### config.mk
export PLATFORM = sky130hd
export DESIGN_NAME = lineRaster
export DESIGN_NICKNAME = d
export VERILOG_FILES = /design/src/rtl/lineRasterPkg.sv /design/src/rtl/lineRasterCtrl.sv /design/src/rtl/lineRasterPath.sv /design/src/rtl/lineRaster.sv
export SDC_FILE = /design/constraint.sdc
export NUM_CORES = 1
export LEC_CHECK = 0
export BUFFER_PORTS_ARGS = -buffer_cell sky130_fd_sc_hd__clkbuf_2
export CORE_ASPECT_RATIO = 0.5
export CORE_MARGIN = 2
export CORE_UTILIZATION = 54
export CTS_BUF_LIST = sky130_fd_sc_hd__clkbuf_8 sky130_fd_sc_hd__clkbuf_16
export DETAILED_ROUTE_END_ITERATION = 6
export PLACE_DENSITY_LB_ADDON = 0.1
export SYNTH_ARGS = -nofsm -noshare
export SYNTH_HDL_FRONTEND = slang
export SYNTH_SLANG_ARGS = --single-unit
### constraint.sdc
create_clock -name clk -period 6.4 [get_ports clk]
set_input_delay 0.96 -clock clk [delete_from_list [all_inputs] [get_ports clk]]
set_output_delay 0.96 -clock clk [all_outputs]
set_load 0.1 [all_outputs]
### src/rtl/lineRasterPkg.sv
package lineRasterPkg;
  localparam logic [2:0] LINE_OPCODE = 3'b101;

  typedef struct packed {
    logic load;
    logic byteAdv;
    logic pixAdv;
  } lineCtl_t;
endpackage

### src/rtl/lineRasterCtrl.sv
module lineRasterCtrl
  import lineRasterPkg::*;
(
  input  logic     clk,
  input  logic     rstN,
  input  logic     start,
  input  logic [2:0] opField,
  input  logic     wrReady,
  input  logic     lastByte,
  input  logic     lastPix,
  output lineCtl_t ctl,
  output logic     wrValid,
  output logic     done
);
  typedef enum logic {S_IDLE, S_RUN} state_t;
  state_t state;

  assign wrValid = (state == S_RUN);

  always_comb begin
    ctl = '0;
    if (state == S_IDLE) begin
      ctl.load = start && (opField == LINE_OPCODE);
    end else if (wrReady) begin
      ctl.pixAdv  = lastByte;
      ctl.byteAdv = !lastByte;
    end
  end

  always_ff @(posedge clk) begin
    if (!rstN) begin
      state <= S_IDLE;
      done  <= 1'b0;
    end else begin
      done <= 1'b0;
      if (ctl.load) begin
        state <= S_RUN;
      end else if (ctl.pixAdv && lastPix) begin
        state <= S_IDLE;
        done  <= 1'b1;
      end
    end
  end
endmodule

### src/rtl/lineRasterPath.sv
module lineRasterPath
  import lineRasterPkg::*;
#(
  parameter int ADDR_W  = 24,
  parameter int PITCH_W = 16,
  parameter int DELTA_W = 12
) (
  input  logic                clk,
  input  logic                rstN,
  input  lineCtl_t            ctl,
  input  logic [ADDR_W-1:0]   startAddr,
  input  logic [PITCH_W-1:0]  pitch,
  input  logic [1:0]          pixBytesM1,
  input  logic [7:0]          dirCmd,
  input  logic [DELTA_W-1:0]  majorDelta,
  input  logic [DELTA_W-1:0]  minorDelta,
  input  logic [DELTA_W:0]    errInit,
  input  logic [DELTA_W-1:0]  pixCount,
  output logic [ADDR_W-1:0]   wrAddr,
  output logic [1:0]          wrByteSel,
  output logic                lastByte,
  output logic                lastPix
);
  localparam int EW = DELTA_W + 3;

  logic [ADDR_W-1:0]  pixAddr;
  logic [1:0]         byteIdx, bytesM1;
  logic signed [EW-1:0] errAcc;
  logic [DELTA_W-1:0] remain, majR, minR;
  logic [PITCH_W-1:0] pitchR;
  logic xDec, yDec, xMaj, tieStep;

  // address steps along each axis
  logic [ADDR_W-1:0] bytesA, xStep, yStep, majStep, minStep;
  assign bytesA  = ADDR_W'(bytesM1) + ADDR_W'(1);
  assign xStep   = xDec ? (~bytesA + ADDR_W'(1)) : bytesA;
  assign yStep   = yDec ? (~ADDR_W'(pitchR) + ADDR_W'(1)) : ADDR_W'(pitchR);
  assign majStep = xMaj ? xStep : yStep;
  assign minStep = xMaj ? yStep : xStep;

  // error update for the pixel just finished
  logic signed [EW-1:0] errNext;
  logic stepMinor;
  assign errNext   = errAcc + $signed({3'b000, minR});
  assign stepMinor = (errNext > 0) || ((errNext == 0) && tieStep);

  assign wrAddr    = xDec ? (pixAddr - ADDR_W'(byteIdx)) : (pixAddr + ADDR_W'(byteIdx));
  assign wrByteSel = xDec ? (bytesM1 - byteIdx) : byteIdx;
  assign lastByte  = (byteIdx == bytesM1);
  assign lastPix   = (remain == '0);

  always_ff @(posedge clk) begin
    if (!rstN) begin
      pixAddr <= '0;
      byteIdx <= '0;
      bytesM1 <= '0;
      errAcc  <= '0;
      remain  <= '0;
      majR    <= '0;
      minR    <= '0;
      pitchR  <= '0;
      xDec    <= 1'b0;
      yDec    <= 1'b0;
      xMaj    <= 1'b0;
      tieStep <= 1'b0;
    end else if (ctl.load) begin
      pixAddr <= startAddr + (dirCmd[0] ? ADDR_W'(pixBytesM1) : '0);
      byteIdx <= '0;
      bytesM1 <= pixBytesM1;
      errAcc  <= -$signed({{2{errInit[DELTA_W]}}, errInit});
      remain  <= dirCmd[2] ? pixCount
                           : ((pixCount == '0) ? '0 : pixCount - DELTA_W'(1));
      majR    <= majorDelta;
      minR    <= minorDelta;
      pitchR  <= pitch;
      xDec    <= dirCmd[0];
      yDec    <= dirCmd[1];
      xMaj    <= dirCmd[2];
      tieStep <= dirCmd[4];
    end else if (ctl.pixAdv) begin
      byteIdx <= '0;
      remain  <= remain - DELTA_W'(1);
      errAcc  <= stepMinor ? (errNext - $signed({3'b000, majR})) : errNext;
      pixAddr <= pixAddr + majStep + (stepMinor ? minStep : '0);
    end else if (ctl.byteAdv) begin
      byteIdx <= byteIdx + 2'd1;
    end
  end
endmodule

### src/rtl/lineRaster.sv
module lineRaster
  import lineRasterPkg::*;
#(
  parameter int ADDR_W  = 24,
  parameter int PITCH_W = 16,
  parameter int DELTA_W = 12
) (
  input  logic               clk,
  input  logic               rstN,
  input  logic               start,
  input  logic [ADDR_W-1:0]  startAddr,
  input  logic [PITCH_W-1:0] pitch,
  input  logic [1:0]         pixBytesM1,
  input  logic [7:0]         dirCmd,
  input  logic [DELTA_W-1:0] majorDelta,
  input  logic [DELTA_W-1:0] minorDelta,
  input  logic [DELTA_W:0]   errInit,
  input  logic [DELTA_W-1:0] pixCount,
  output logic               wrValid,
  input  logic               wrReady,
  output logic [ADDR_W-1:0]  wrAddr,
  output logic [1:0]         wrByteSel,
  output logic               done
);
  lineCtl_t ctl;
  logic lastByte, lastPix;

  lineRasterCtrl u_ctrl (
    .clk(clk), .rstN(rstN), .start(start), .opField(dirCmd[7:5]),
    .wrReady(wrReady), .lastByte(lastByte), .lastPix(lastPix),
    .ctl(ctl), .wrValid(wrValid), .done(done)
  );

  lineRasterPath #(.ADDR_W(ADDR_W), .PITCH_W(PITCH_W), .DELTA_W(DELTA_W)) u_path (
    .clk(clk), .rstN(rstN), .ctl(ctl), .startAddr(startAddr), .pitch(pitch),
    .pixBytesM1(pixBytesM1), .dirCmd(dirCmd), .majorDelta(majorDelta),
    .minorDelta(minorDelta), .errInit(errInit), .pixCount(pixCount),
    .wrAddr(wrAddr), .wrByteSel(wrByteSel), .lastByte(lastByte), .lastPix(lastPix)
  );
endmodule

Word level (Yosys, flattened, before mapping) --
Index checks and enable logic that the tools add are counted.
Storage, ports and cells: flip-flop bits (word level) 101, word-level logic and storage cells 70
Cells by class: magnitude comparators 1, bitwise gates (word level) 3, muxes and demuxes 23, $add $sub $neg 15, reductions and logical operators 12, equal/unequal tests 2
Operators by type and width (number):
- $mux 24 | 8
- $add 24x24->24 | 3
- $add 24x1->24 const B | 2
- $mux 12 | 4
- $mux 15 | 3
- $logic_not 32->1 | 1
- $add 24x2->24 | 1
- $logic_not 12->1 | 2
- $not 16->24 | 1
- $not 24->24 | 1
- $sub 12x1->12 const B | 2
- $sub 24x2->24 | 1
- $add 15x13->15 | 1
- $gt 15x1->1 const B | 1
- $neg 13->15 | 1
- $sub 15x13->15 | 1
- $mux 2 | 4
- $mux 1 | 4
- $reduce_bool 2->1 | 2
- $add 2x1->3 const B | 1
- $eq 3x3->1 const B | 1
- $logic_and 1x1->1 | 3
- $reduce_or 3->1 | 1
- $add 2x1->2 const B | 1
- other kinds (6) | 6

Logic depth before layout (Yosys ltp) --
depth in word-level cells 9, mapped depth 26

By module --
Synthesis repeated with hierarchy kept, for this count alone.
Unflattened totals: cells, all modules 1287, area, all modules 9935.8 sq um
By module, submodules not included:
- lineRasterPath | cells each 1274, instances 1, area each 9831.9 sq um, seq. area each 1981.9 sq um
- lineRasterCtrl | cells each 13, instances 1, area each 103.8 sq um, seq. area each 40.0 sq um

Least setup slack after synthesis --
OpenSTA, ideal clock, no wires.
path kind register to register, start point register u_path.minR[0], end point register u_path.pixAddr[23], data required time 6.269 ns, setup slack 0.492 ns, path buffers 1, clock period less this slack 5.908 ns, cell stages (with the launch flop) 25, arrival time 5.778 ns, library setup time 0.131 ns, cell sequence dfxtp_1 ha_1 fa_1 a21oi_1 o21ai_2 a311o_1 a31oi_1 nand4b_1 o41ai_4 buf_6 nor2_1 nand2_1 fa_1 inv_1 ha_1 nor2b_1 o21a_1 o21ai_0 a211oi_1 nor2_1 a21oi_1 a2111oi_0 or2_2 o32a_1 o311ai_1
On the way: cells in the longest elaborated chain, start to end 8, elaborated cells between the ends (all ways) 9
RTL lines:
- start: declaration | line lineRasterPath.sv:29 | logic [DELTA_W-1:0] remain, majR, minR;
- start signal: assignment | line lineRasterPath.sv:74 | minR <= minorDelta;
- $add 15x13->15 * | line lineRasterPath.sv:44 | assign errNext = errAcc + $signed({3'b000, minR});
- parallel branches: the longest is 2 deep, another holds $gt 15x1->1
- $logic_or 1x1->1 * | line lineRasterPath.sv:45 | assign stepMinor = (errNext > 0) || ((errNext == 0) && tieStep);
- $mux 24 * | line lineRasterPath.sv:84 | pixAddr <= pixAddr + majStep + (stepMinor ? minStep : '0);
- $add 24x24->24 * | line lineRasterPath.sv:84
- $mux 24 * | line lineRasterPath.sv:80 | end else if (ctl.pixAdv) begin
- $mux 24 * | line lineRasterPath.sv:66 | end else if (ctl.load) begin
- end signal: assignment | line lineRasterPath.sv:67 | pixAddr <= startAddr + (dirCmd[0] ? ADDR_W'(pixBytesM1) : '0);
- end signal: assignment | line lineRasterPath.sv:84
- end: declaration | line lineRasterPath.sv:26 | logic [ADDR_W-1:0] pixAddr;
Mark *: on every way between the ends. The select of a mux whose other input is x is not followed. A chain may end at the register's enable or synchronous reset.

Worst setup path after layout --
start point register u_path.minR[0], end point register u_path.pixAddr[22]
The elaborated chain is that of the path after synthesis.

==> impl_metrics.csv <==
group,metric,value,unit
sta,relSlewSlack,34.9,%
setup_path,crit_required,6.66,ns
cts,clk_path_buf_depth,2,
route,drt-wirelength-per-cell,16.1,µm
yosys,syn_inst,1338,
worst_hold_path,hold_class,"reg -> reg",
setup_path,cp_slowest_cell,"or4_1",
cells_and_area,syn2layout_area_growth,12.7,%
setup_path,start_kind,"register",
yosys,synthFlopType,"dfxtp_1",
cells_and_area,fin_cells,1686,
cts,cts_tree,"done",
cells_and_area,fillers,1635,
cts,clock-sinks,101,
setup_path,ff2ff_path_depth,22,
sta,skew,0.00933,ns
outcome,status,"complete, but fails checks",
cts,cts_made_buffers,9,
placement,port_buffers,129,
route,drt-pass1-iter-count,7,
floorplan,die-width,194,µm
yosys,synth.avg_cell_area,7.31,µm²
sta,timing.final.crit_period,6.02,ns
setup_path,criticalPathCategory,"reg -> reg",
setup_path,r2r-end,"u_path.pixAddr[22]$_SDFFE_PN0P_",
floorplan,start_util,55.6,%
sta,tns,0,ns
yosys,synth-edff-count,0,
global_routing,antenna_found_initial,0,
cts,h-tree-depth,3,
global_routing,grt_pass1_wl,44900,µm
setup_path,crit_path_max_fanout,12,
sta,slew_violations,0,
route,vias_per_cell,5.84,
sta,worst_pin_slew,0.974,ns
floorplan,die-area,0.0193,mm²
pwr,vdd_drop_max,0.178,mV
cts,root_buffer,"clkbuf_16",
setup_path,path_cells,"ha_1 > fa_1 > or4_1 > nor4_2 > nand4b_1 > nor2_1 > a21oi_1 > buf_4 > o21ai_1 > a21oi_1 > fa_1 > ha_1 > o21a_1 > nor2_1 > nor2_1 > nand3b_1 > a31oi_1 > a221o_1 > and3_1 > o21ai_0 > mux2i_1 > nor2_1",
setup_path,cp_slowest_stage_delay,0.58,ns
cells_and_area,drive_gt1_share,13.7,%
route,drt_wl_total,27200,µm
route,route.detailed.drc,2,
yosys,yosysTopAreaCell,"dfxtp_1",
sta,fin_ws,0.376,ns
yosys,synthesis.area,0.00978,mm²
global_routing,grt_max_degree,49,
sta,period_share,94.1,%
floorplan,core_area,0.0176,mm²
yosys,yosys-top-cells-area,"dfxtp_1 (21%), ha_1 (10%), nand2_1 (8.3%)",
floorplan,ios,131,
setup_path,path_buf_inv,1,
setup_path,critPathCapture,"u_path.pixAddr[22]$_SDFFE_PN0P_",
yosys,async_reset_ff_share,0,%
floorplan,die-height,99.1,µm
placement,numPlacedInstances,1666,
floorplan,rows,34,
route,drt_iter0_drc,674,
setup_path,worstSetupEndpointType,"register",
placement,hpwl,20900,µm
setup_path,crit_cells,22,
outcome,violations,"DRC",
setup_path,rrSetupSlack,0.38,ns
route,dr_total_vias,9851,
setup_path,r2r-start,"u_path.minR[0]$_SDFFE_PN0P_",
setup_path,arrival,6.28,ns
yosys,ys_warn_count,0,
sta,setup_viol,0,
sta,finalHoldViolations,0,
cts,clk_latency,0.36,ns
pwr,p_per_area,212,mW/mm²
global_routing,first_global_vias,9291,
yosys,syn-num-nets,1548,
yosys,yosys.cell_types.count,69,
setup_path,crit_top_cell,"nor2_1",
setup_path,critical_path.top_delay_family,"simple AND/OR/NAND/NOR gates",
global_routing,grt-ovfl-total,0,
sta,max_freq,0.166,GHz
cells_and_area,nNetsFinal,1657,
yosys,synth-seq-cells,101,
pwr,leakagePower,0.00488,µW
yosys,synth_seq_area_share,20.7,%
yosys,synth_top_area_share,20.7,%
placement,dp_slack,0.0784,ns
placement,gp_congestion,0.922,
cells_and_area,num_antenna_cells,0,
route,antenna_left,0,
job,max_cap_violations,0,
setup_path,worstSetupStartpoint,"u_path.minR[0]$_SDFFE_PN0P_",
pwr,finalPower,2340,µW
global_routing,grt_use_total,28.5,%
cts,clk_pin_slew,0.07,ns
## logic make-up (layout without fill, tap and decap cells)
| group | count (synthesis) | in the layout | synth area share [%] |
|---|---|---|---|
| AOI/OAI and AO/OA | 370 | 370 | 24.2 |
| DFF | 101 | 101 | 20.7 |
| buffers and inverters | 168 | 282 | 6.63 |
| and+or+nand+nor | 469 | 469 | 21.4 |
| muxes | 12 | 12 | 1.27 |
| adders and majority gates | 107 | 107 | 15.8 |
| xor gates and xnor gates | 111 | 111 | 9.94 |
## worst min-delay path by stage
| stage | start | depth (start not counted) | end | slack, ns |
|---|---|---|---|---|
| floorplan | u_path.tieStep$_SDFFE_PN0P_ | 2 | u_path.tieStep$_SDFFE_PN0P_ | 0.43 |
| global placement | u_path.majR[2]$_SDFFE_PN0P_ | 2 | u_path.majR[2]$_SDFFE_PN0P_ | 0.45 |
| detailed placement | u_path.majR[5]$_SDFFE_PN0P_ | 2 | u_path.majR[5]$_SDFFE_PN0P_ | 0.45 |
| CTS | u_path.majR[5]$_SDFFE_PN0P_ | 2 | u_path.majR[5]$_SDFFE_PN0P_ | 0.46 |
| global route | u_path.majR[1]$_SDFFE_PN0P_ | 2 | u_path.majR[1]$_SDFFE_PN0P_ | 0.49 |
| finish | u_path.tieStep$_SDFFE_PN0P_ | 2 | u_path.tieStep$_SDFFE_PN0P_ | 0.46 |
## worst min-delay path, cell delays in order, from the launching register on
cell     delay (ns)
dfxtp_1        0.32
nand2_1        0.05
a21oi_1        0.05
## cells in the final DEF (no fill, tap or decap), types with 4 or more instances in the layout
cell,Yosys,routed
nand2_1,215,215
xnor2_1,61,61
o21a_1,10,10
xor2_1,50,49
o22ai_1,6,6
fa_1,28,28
buf_4,0,19
o21ai_1,5,5
a31oi_1,13,13
o21bai_1,9,9
and3_1,16,16
a211oi_1,24,22
o2111ai_1,6,5
clkbuf_16,0,9
nor2b_1,10,10
or4_1,8,8
a211oi_2,2,4
a21oi_1,136,134
nand3_1,25,25
a21o_1,21,21
mux2i_1,9,9
or3_1,13,12
nor4_1,13,12
clkbuf_2,0,129
or2_2,9,9
nor3_1,26,25
and2_1,6,6
inv_1,117,116
nor2_1,105,104
o31ai_1,7,7
ha_1,79,79
o221ai_1,10,10
nand2b_1,10,10
nand4_1,4,4
o211ai_1,13,13
dfxtp_1,101,101
o21ai_0,66,66
## metrics by stage
stage	util, %	area, µm²	hold WS (ns)
final	62.7	11000	0.462
after global routing	62.7	11000	0.488
after CTS	62.3	10900	0.464
after detailed placement	60.5	10600	0.453
after global placement	60.5	10600	0.447
after floorplan	-	9780	0.431
## metal layers
layer  GRT usage [%]  routed length (µm)  vias up
met3            4.65                1570       31
met5               0                   0        -
met2            49.8               12800      265
met4            6.45                 350        0
met1            37.5               12500     4689
li1                -                   -     4866
## timing repair
action	4_1_cts	5_1_grt
hold buffers	0	0
endpoints found under the setup margin	0	9
gates resized for setup	0	11
setup buffers	0	4
endpoints found under the hold margin	0	0
## area by class of cell
| type | instances | area, µm² | share of cell area, % |
|---|---|---|---|
| flip-flops and latches | 101 | 2020 | 18.4 |
| clock inverters | 6 | 67.6 | 0.613 |
| inverters | 117 | 439 | 3.99 |
| multi-input cells | 1069 | 7160 | 65.0 |
| repair buffers | 149 | 800 | 7.26 |
| well taps | 234 | 293 | 2.66 |
| clock buffers | 10 | 239 | 2.17 |
## power by group
part / switching, µW / internal [µW] / total [µW]
Sequential: 20.8 / 649 / 670
Clock: 266 / 317 / 583
Combinational: 788 / 298 / 1090
## Yosys cell counts (all sizes together) (16+ instances only)
master / instances
dfxtp: 101
a21oi: 137
a211oi: 26
nand2: 215
nor3: 26
clkbuf: 38
nor2: 105
xnor2: 61
fa: 28
inv: 117
xor2: 50
ha: 79
and3: 16
o21ai: 72
nand3: 25
a21o: 21
## registers in the layout, summed over array words and instances, names as in the netlist
register	flops
u_ctrl.done	1
u_path.byteIdx	2
u_path.minR	12
u_path.pitchR	16
u_ctrl.wrValid	1
u_path.majR	12
u_path.tieStep	1
u_path.xMaj	1
u_path.bytesM1	2
u_path.xDec	1
u_path.pixAddr	24
u_path.yDec	1
u_path.remain	12
u_path.errAcc	15
Note: power is estimated with default switching activity, not from simulation.
